<file path="config.mk">
export PLATFORM = sky130hd
export DESIGN_NAME = status_flag_gen
export DESIGN_NICKNAME = d
export VERILOG_FILES = /design/src/rtl/flag_pkg.sv /design/src/rtl/flag_timer.sv /design/src/rtl/flag_toggle.sv /design/src/rtl/status_flag_gen.sv
export SDC_FILE = /design/constraint.sdc
export NUM_CORES = 1
export LEC_CHECK = 0
export ABC_AREA = 1
export BUFFER_PORTS_ARGS = -buffer_cell sky130_fd_sc_hd__buf_2
export CORE_UTILIZATION = 44
export CTS_CLUSTER_SIZE = 16
export DETAILED_ROUTE_END_ITERATION = 8
export PLACE_DENSITY_LB_ADDON = 0.12
export SLEW_MARGIN = 30
export SYNTH_ARGS = -nofsm -noshare
export SYNTH_HDL_FRONTEND = slang
export SYNTH_SLANG_ARGS = --single-unit
</file>
<file path="constraint.sdc">
create_clock -name clk -period 4.6 [get_ports clk]
set_clock_uncertainty 0.1 [all_clocks]
set_input_delay 0.23 -clock clk [delete_from_list [all_inputs] [get_ports clk]]
set_output_delay 0.23 -clock clk [all_outputs]
set_load 0.02 [all_outputs]
</file>
<file path="src/rtl/flag_pkg.sv">
package flag_pkg;

    typedef enum logic [1:0] {
        OP_PROG = 2'b00,
        OP_SECT = 2'b01,
        OP_CHIP = 2'b10,
        OP_NONE = 2'b11
    } op_e;

    typedef enum logic [1:0] {
        PH_IDLE   = 2'b00,
        PH_BUSY   = 2'b01,
        PH_SETTLE = 2'b10
    } phase_e;

endpackage

</file>
<file path="src/rtl/flag_timer.sv">
module flag_timer
    import flag_pkg::*;
#(
    parameter int PROG_CYC   = 20,
    parameter int SECT_CYC   = 50,
    parameter int CHIP_CYC   = 90,
    parameter int SETTLE_CYC = 4
) (
    input  logic       clk,
    input  logic       rst_n,
    input  logic       start_i,
    input  logic [1:0] op_i,
    output phase_e     phase_o,
    output logic [1:0] op_o,
    output logic       load_o
);

    localparam int MAX_AB = (PROG_CYC > SECT_CYC) ? PROG_CYC : SECT_CYC;
    localparam int MAX_CD = (CHIP_CYC > SETTLE_CYC) ? CHIP_CYC : SETTLE_CYC;
    localparam int MAXC   = (MAX_AB > MAX_CD) ? MAX_AB : MAX_CD;
    localparam int CW     = $clog2(MAXC + 1);

    localparam logic [CW-1:0] PROG_LD = CW'(PROG_CYC - 1);
    localparam logic [CW-1:0] SECT_LD = CW'(SECT_CYC - 1);
    localparam logic [CW-1:0] CHIP_LD = CW'(CHIP_CYC - 1);
    localparam logic [CW-1:0] SET_LD  = CW'(SETTLE_CYC - 1);

    typedef struct packed {
        phase_e          phase;
        logic [1:0]      op;
        logic [CW-1:0]   cnt;
    } tmr_t;

    tmr_t st_d, st_q;
    logic accept;

    assign accept = start_i && (st_q.phase != PH_BUSY) && (op_i != OP_NONE);

    always_comb begin
        st_d = st_q;
        case (st_q.phase)
            PH_BUSY: begin
                if (st_q.cnt == '0) begin
                    st_d.phase = PH_SETTLE;
                    st_d.cnt   = SET_LD;
                end else begin
                    st_d.cnt = st_q.cnt - 1'b1;
                end
            end
            PH_SETTLE: begin
                if (st_q.cnt == '0) st_d.phase = PH_IDLE;
                else                st_d.cnt   = st_q.cnt - 1'b1;
            end
            default: ;
        endcase
        if (accept) begin
            st_d.phase = PH_BUSY;
            st_d.op    = op_i;
            case (op_i)
                OP_PROG: st_d.cnt = PROG_LD;
                OP_SECT: st_d.cnt = SECT_LD;
                default: st_d.cnt = CHIP_LD;
            endcase
        end
    end

    always_ff @(posedge clk or negedge rst_n) begin
        if (!rst_n) begin
            st_q <= '{phase: PH_IDLE, op: OP_PROG, cnt: '0};
        end else begin
            st_q <= st_d;
        end
    end

    assign phase_o = st_q.phase;
    assign op_o    = st_q.op;
    assign load_o  = accept;


    busy_hold_chk: assert property (@(posedge clk) disable iff (!rst_n)
        (st_q.phase == PH_BUSY && st_q.cnt != '0) |=> st_q.phase == PH_BUSY);


    busy_to_settle_chk: assert property (@(posedge clk) disable iff (!rst_n)
        (st_q.phase == PH_BUSY && st_q.cnt == '0) |=> st_q.phase == PH_SETTLE);


    op_frozen_chk: assert property (@(posedge clk) disable iff (!rst_n)
        st_q.phase == PH_BUSY |=> st_q.op == $past(st_q.op));


    none_ignored_chk: assert property (@(posedge clk) disable iff (!rst_n)
        (st_q.phase == PH_IDLE && op_i == OP_NONE) |=> st_q.phase == PH_IDLE);


    no_overflow_chk: assert property (@(posedge clk) disable iff (!rst_n)
        int'(st_q.cnt) < MAXC);

endmodule

</file>
<file path="src/rtl/flag_toggle.sv">
module flag_toggle (
    input  logic clk,
    input  logic rst_n,
    input  logic load_i,
    input  logic busy_i,
    input  logic rd_stb_i,
    output logic tog_o
);

    logic tog_d, tog_q;

    always_comb begin
        tog_d = tog_q;
        if (load_i)                  tog_d = 1'b1;
        else if (busy_i && rd_stb_i) tog_d = ~tog_q;
    end

    always_ff @(posedge clk or negedge rst_n) begin
        if (!rst_n) tog_q <= 1'b0;
        else        tog_q <= tog_d;
    end

    assign tog_o = tog_q;


    first_high_chk: assert property (@(posedge clk) disable iff (!rst_n)
        load_i |=> tog_q);


    flip_on_read_chk: assert property (@(posedge clk) disable iff (!rst_n)
        (busy_i && rd_stb_i && !load_i) |=> tog_q != $past(tog_q));


    idle_hold_chk: assert property (@(posedge clk) disable iff (!rst_n)
        (!busy_i && !load_i) |=> $stable(tog_q));

endmodule

</file>
<file path="src/rtl/status_flag_gen.sv">
module status_flag_gen
    import flag_pkg::*;
#(
    parameter int PROG_CYC   = 20,
    parameter int SECT_CYC   = 50,
    parameter int CHIP_CYC   = 90,
    parameter int SETTLE_CYC = 4
) (
    input  logic       clk,
    input  logic       rst_n,
    input  logic       start_i,
    input  logic [1:0] op_i,
    input  logic [7:0] prog_data_i,
    input  logic       rd_stb_i,
    input  logic [7:0] array_data_i,
    output logic [7:0] rd_data_o,
    output logic       busy_o
);

    phase_e     phase;
    logic [1:0] op_cur;
    logic       load;
    logic       tog;
    logic [7:0] byte_d, byte_q;

    flag_timer #(
        .PROG_CYC   (PROG_CYC),
        .SECT_CYC   (SECT_CYC),
        .CHIP_CYC   (CHIP_CYC),
        .SETTLE_CYC (SETTLE_CYC)
    ) u_timer (
        .clk     (clk),
        .rst_n   (rst_n),
        .start_i (start_i),
        .op_i    (op_i),
        .phase_o (phase),
        .op_o    (op_cur),
        .load_o  (load)
    );

    flag_toggle u_toggle (
        .clk      (clk),
        .rst_n    (rst_n),
        .load_i   (load),
        .busy_i   (busy_o),
        .rd_stb_i (rd_stb_i),
        .tog_o    (tog)
    );

    always_comb begin
        byte_d = byte_q;
        if (load) byte_d = prog_data_i;
    end

    always_ff @(posedge clk or negedge rst_n) begin
        if (!rst_n) byte_q <= '0;
        else        byte_q <= byte_d;
    end

    always_comb begin
        case (phase)
            PH_BUSY:   rd_data_o = {(op_cur == OP_PROG) ? ~byte_q[7] : 1'b0, tog, 6'b0};
            PH_SETTLE: rd_data_o = {array_data_i[7], tog, 6'b0};
            default:   rd_data_o = array_data_i;
        endcase
    end

    assign busy_o = (phase == PH_BUSY);


    byte_held_chk: assert property (@(posedge clk) disable iff (!rst_n)
        busy_o |=> $stable(byte_q));


    no_reload_chk: assert property (@(posedge clk) disable iff (!rst_n)
        busy_o |-> !load);

    initial begin
        settle_len_chk: assert (SETTLE_CYC >= 1 && PROG_CYC >= 1 && SECT_CYC >= 1 && CHIP_CYC >= 1);
    end

endmodule

</file>
==> flow_summary_export.csv <==
group,metric,value,unit
run_status,status,"completed",
logic_synthesis,yosysTopAreaCellShare,35.52,%
timing,final.setup.tns,0,ns
place,hpwl,1.540,mm
logic_synthesis,synth_warnings,0,
global_routing,grt_max_degree,14,
setup_path,r2r_setup_slack,2.69,ns
layout,drive_above_1_share,22.50,%
setup_path,cpMaxStageDelayCell,"ha_1",
routing,routedWlPerCell,10.23,um
clocking,insertion_delay,0.27,ns
timing,fin_crit,2.057,ns
setup_path,cp_slowest_stage_delay,0.41,ns
clocking,cts_tree,"yes",
timing,hold_viol_final,0,
layout,area_growth,18.58,%
global_routing,grt_pass1_vias,833,
logic_synthesis,ys_seq_area_share,35.52,%
place,place_congestion,0.7974,
logic_synthesis,syn_area,915.9,um2
clocking,cts.sinks,13,
routing,routed_wl,1.913,mm
timing,period_share,44.71,%
routing,vias,901,
layout,final_common_cell,"nand2_1",
timing,slew_viol_final,0,
setup_path,end_kind,"primary output",
layout,nNetsFinal,188,
routing,via_per_inst,4.818,
logic_synthesis,synth_seq_cells,13,
timing,setup_viol,0,
die,die_h,47.63,um
logic_synthesis,syn_inst,134,
setup_path,arrival,1.73,ns
layout,diodes,0,
clocking,ctsHtreeMaxLevel,1,
routing,ant_nets,0,
setup_path,crit_type,"reg2out",
power_and_ir_drop,ir_worst_vdd,0.3796,mV
layout,layout_common_cells,"43 x nand2_1, 23 x buf_2, 19 x inv_1",
die,start_util,46.68,%
routing,drtIter0Drc,8,
timing,grt_setup_unrepaired,"false",
setup_path,cp.required,4.27,ns
place,dp_slack,2.687,ns
die,dieWidth,47.63,um
timing,worstMarginPinSlew,0.4663,ns
setup_path,cp_max_fo,10,
place,portBuffers,23,
setup_path,regToRegStartpoint,"u_timer.phase_o[0]",
timing,slew_headroom,68.88,%
hold_path,hold_path_class,"in2reg",
die,core_area,1962,um2
global_routing,grt_overflow_total,0,
setup_path,worstSetupStartpointType,"flop",
setup_path,cp_cell_sequence,"inv_1, ha_1, o41ai_1, buf_2",
clocking,postCtsSetupRepairBufs,0,
power_and_ir_drop,pwr_density_cell,698.0,nW/um2
clocking,clk_pin_slew_worst_paths,0.08,ns
setup_path,worstSetupStartpoint,"u_timer.phase_o[0]",
die,dieArea,2268,um2
global_routing,grt_pass1_wl,3.229,mm
clocking,cts-resized-gates,0,
routing,first_pass_iters,5,
hold_path,hold_start,"prog_data_i[7]",
logic_synthesis,synth_cell_types,23,
power_and_ir_drop,p_leak,0.6335,nW
clocking,cts_root_buffer,"clkbuf_4",
global_routing,antenna_found_initial,0,
run,max_cap_violations,0,
logic_synthesis,ys_top_cells_by_area,"dfrtp_1 36%, nand2_1 18%, inv_1 7.8%",
timing,fmax,0.4862,GHz
clocking,cts.hold.buffers_added,1,
routing,drc,0,
timing,worst_slack,2.543,ns
die,rows,16,
clocking,cts_buffers,3,
clocking,cts_buffer_depth,2,
logic_synthesis,synth_top_area_cell,"dfrtp_1",
global_routing,grt.total_usage,20.17,%
logic_synthesis,syn-num-nets,161,
die,io_pins,31,
logic_synthesis,syn_area_per_cell,6.835,um2
-- synth_stat cells --
master / count
a21oi_1: 3
buf_6: 1
clkbuf_1: 1
dfrtp_1: 13
ha_1: 5
inv_1: 19
inv_2: 4
nand2_1: 43
nand3_1: 6
nand3_2: 1
nand3_4: 1
nand3b_1: 1
nand4_1: 2
nor2_1: 15
nor2_2: 4
nor3_1: 2
o21ai_0: 2
o21ai_1: 6
o21bai_1: 1
o31ai_1: 1
o41ai_1: 1
xnor2_1: 1
xor2_1: 1
-- registers in the layout, summed over array words and instances (netlist names) --
register,flops
u_toggle.tog_o,1
u_timer.st_q,7
u_timer.op_o,2
u_timer.phase_o,2
byte_q,1
-- stage by stage --
step	std cells	hold slack (ns)	util [%]	power (mW)	instance area [um2]
2_1_floorplan	134	-0.1656	-	0.5817	915.9
3_3_place_gp	182	0.03717	53.51	0.6767	1050
3_5_place_dp	182	0.04033	53.51	0.6925	1050
4_1_cts	187	0.04701	55.36	0.7660	1086
5_1_grt	187	0.06607	55.36	0.8419	1086
6_report	187	0.04832	55.36	0.7580	1086
-- logic make-up (layout without fill, tap and decap cells) --
kind of cell / Yosys count / count (layout) / share of synthesized area [%]
flops: 13 / 13 / 35.52
simple gates: 75 / 75 / 36.06
fa+ha+maj: 5 / 5 / 6.831
buf+inv: 25 / 51 / 11.06
compound gates: 14 / 14 / 8.607
xor+xnor: 2 / 2 / 1.913
-- worst max-delay path, delay by kind of cell (launching register included) --
| kind | cells | cell delay (ns) |
|---|---|---|
| adder cells (fa/ha/maj) | 1 | 0.41 |
| flip-flops | 1 | 0.38 |
| AO/OA/AOI/OAI | 1 | 0.38 |
| buffers and inverters | 2 | 0.29 |
-- area by class of cell --
type | instances | area, um2
tap | 27 | 33.78
clock buffer | 4 | 26.28
inverter | 23 | 86.33
multi-input combinational | 96 | 489.2
sequential | 13 | 325.3
timing repair buffer | 24 | 125.1
fill | 208 | 875.8
-- per-layer routing --
layer,up-vias,GRT usage (%),part of all wire (%)
li1,468,-,-
met1,396,23.73,45
met2,33,36.99,48
met3,4,3.396,5.5
met4,0,6.667,1.3
met5,-,0,0
-- final timing paths --
path,end,depth (start not counted)
max in group asynchronous,u_toggle.tog_o,2
worst max-delay path,rd_data_o[7],4
worst max register to register,u_timer.st_q[5],9
worst min register to register,byte_q[7],2
min in group asynchronous,u_timer.st_q[5],2
worst min-delay path,byte_q[7],3
-- report_power, final --
part	switching (mW)	internal [mW]	total [mW]
Combinational	0.307	0.167	0.474
Sequential	0.0437	0.170	0.214
Clock	0.0368	0.0336	0.0704
Total	0.387	0.371	0.758
No activity file was read; power rests on OpenSTA's default activity.
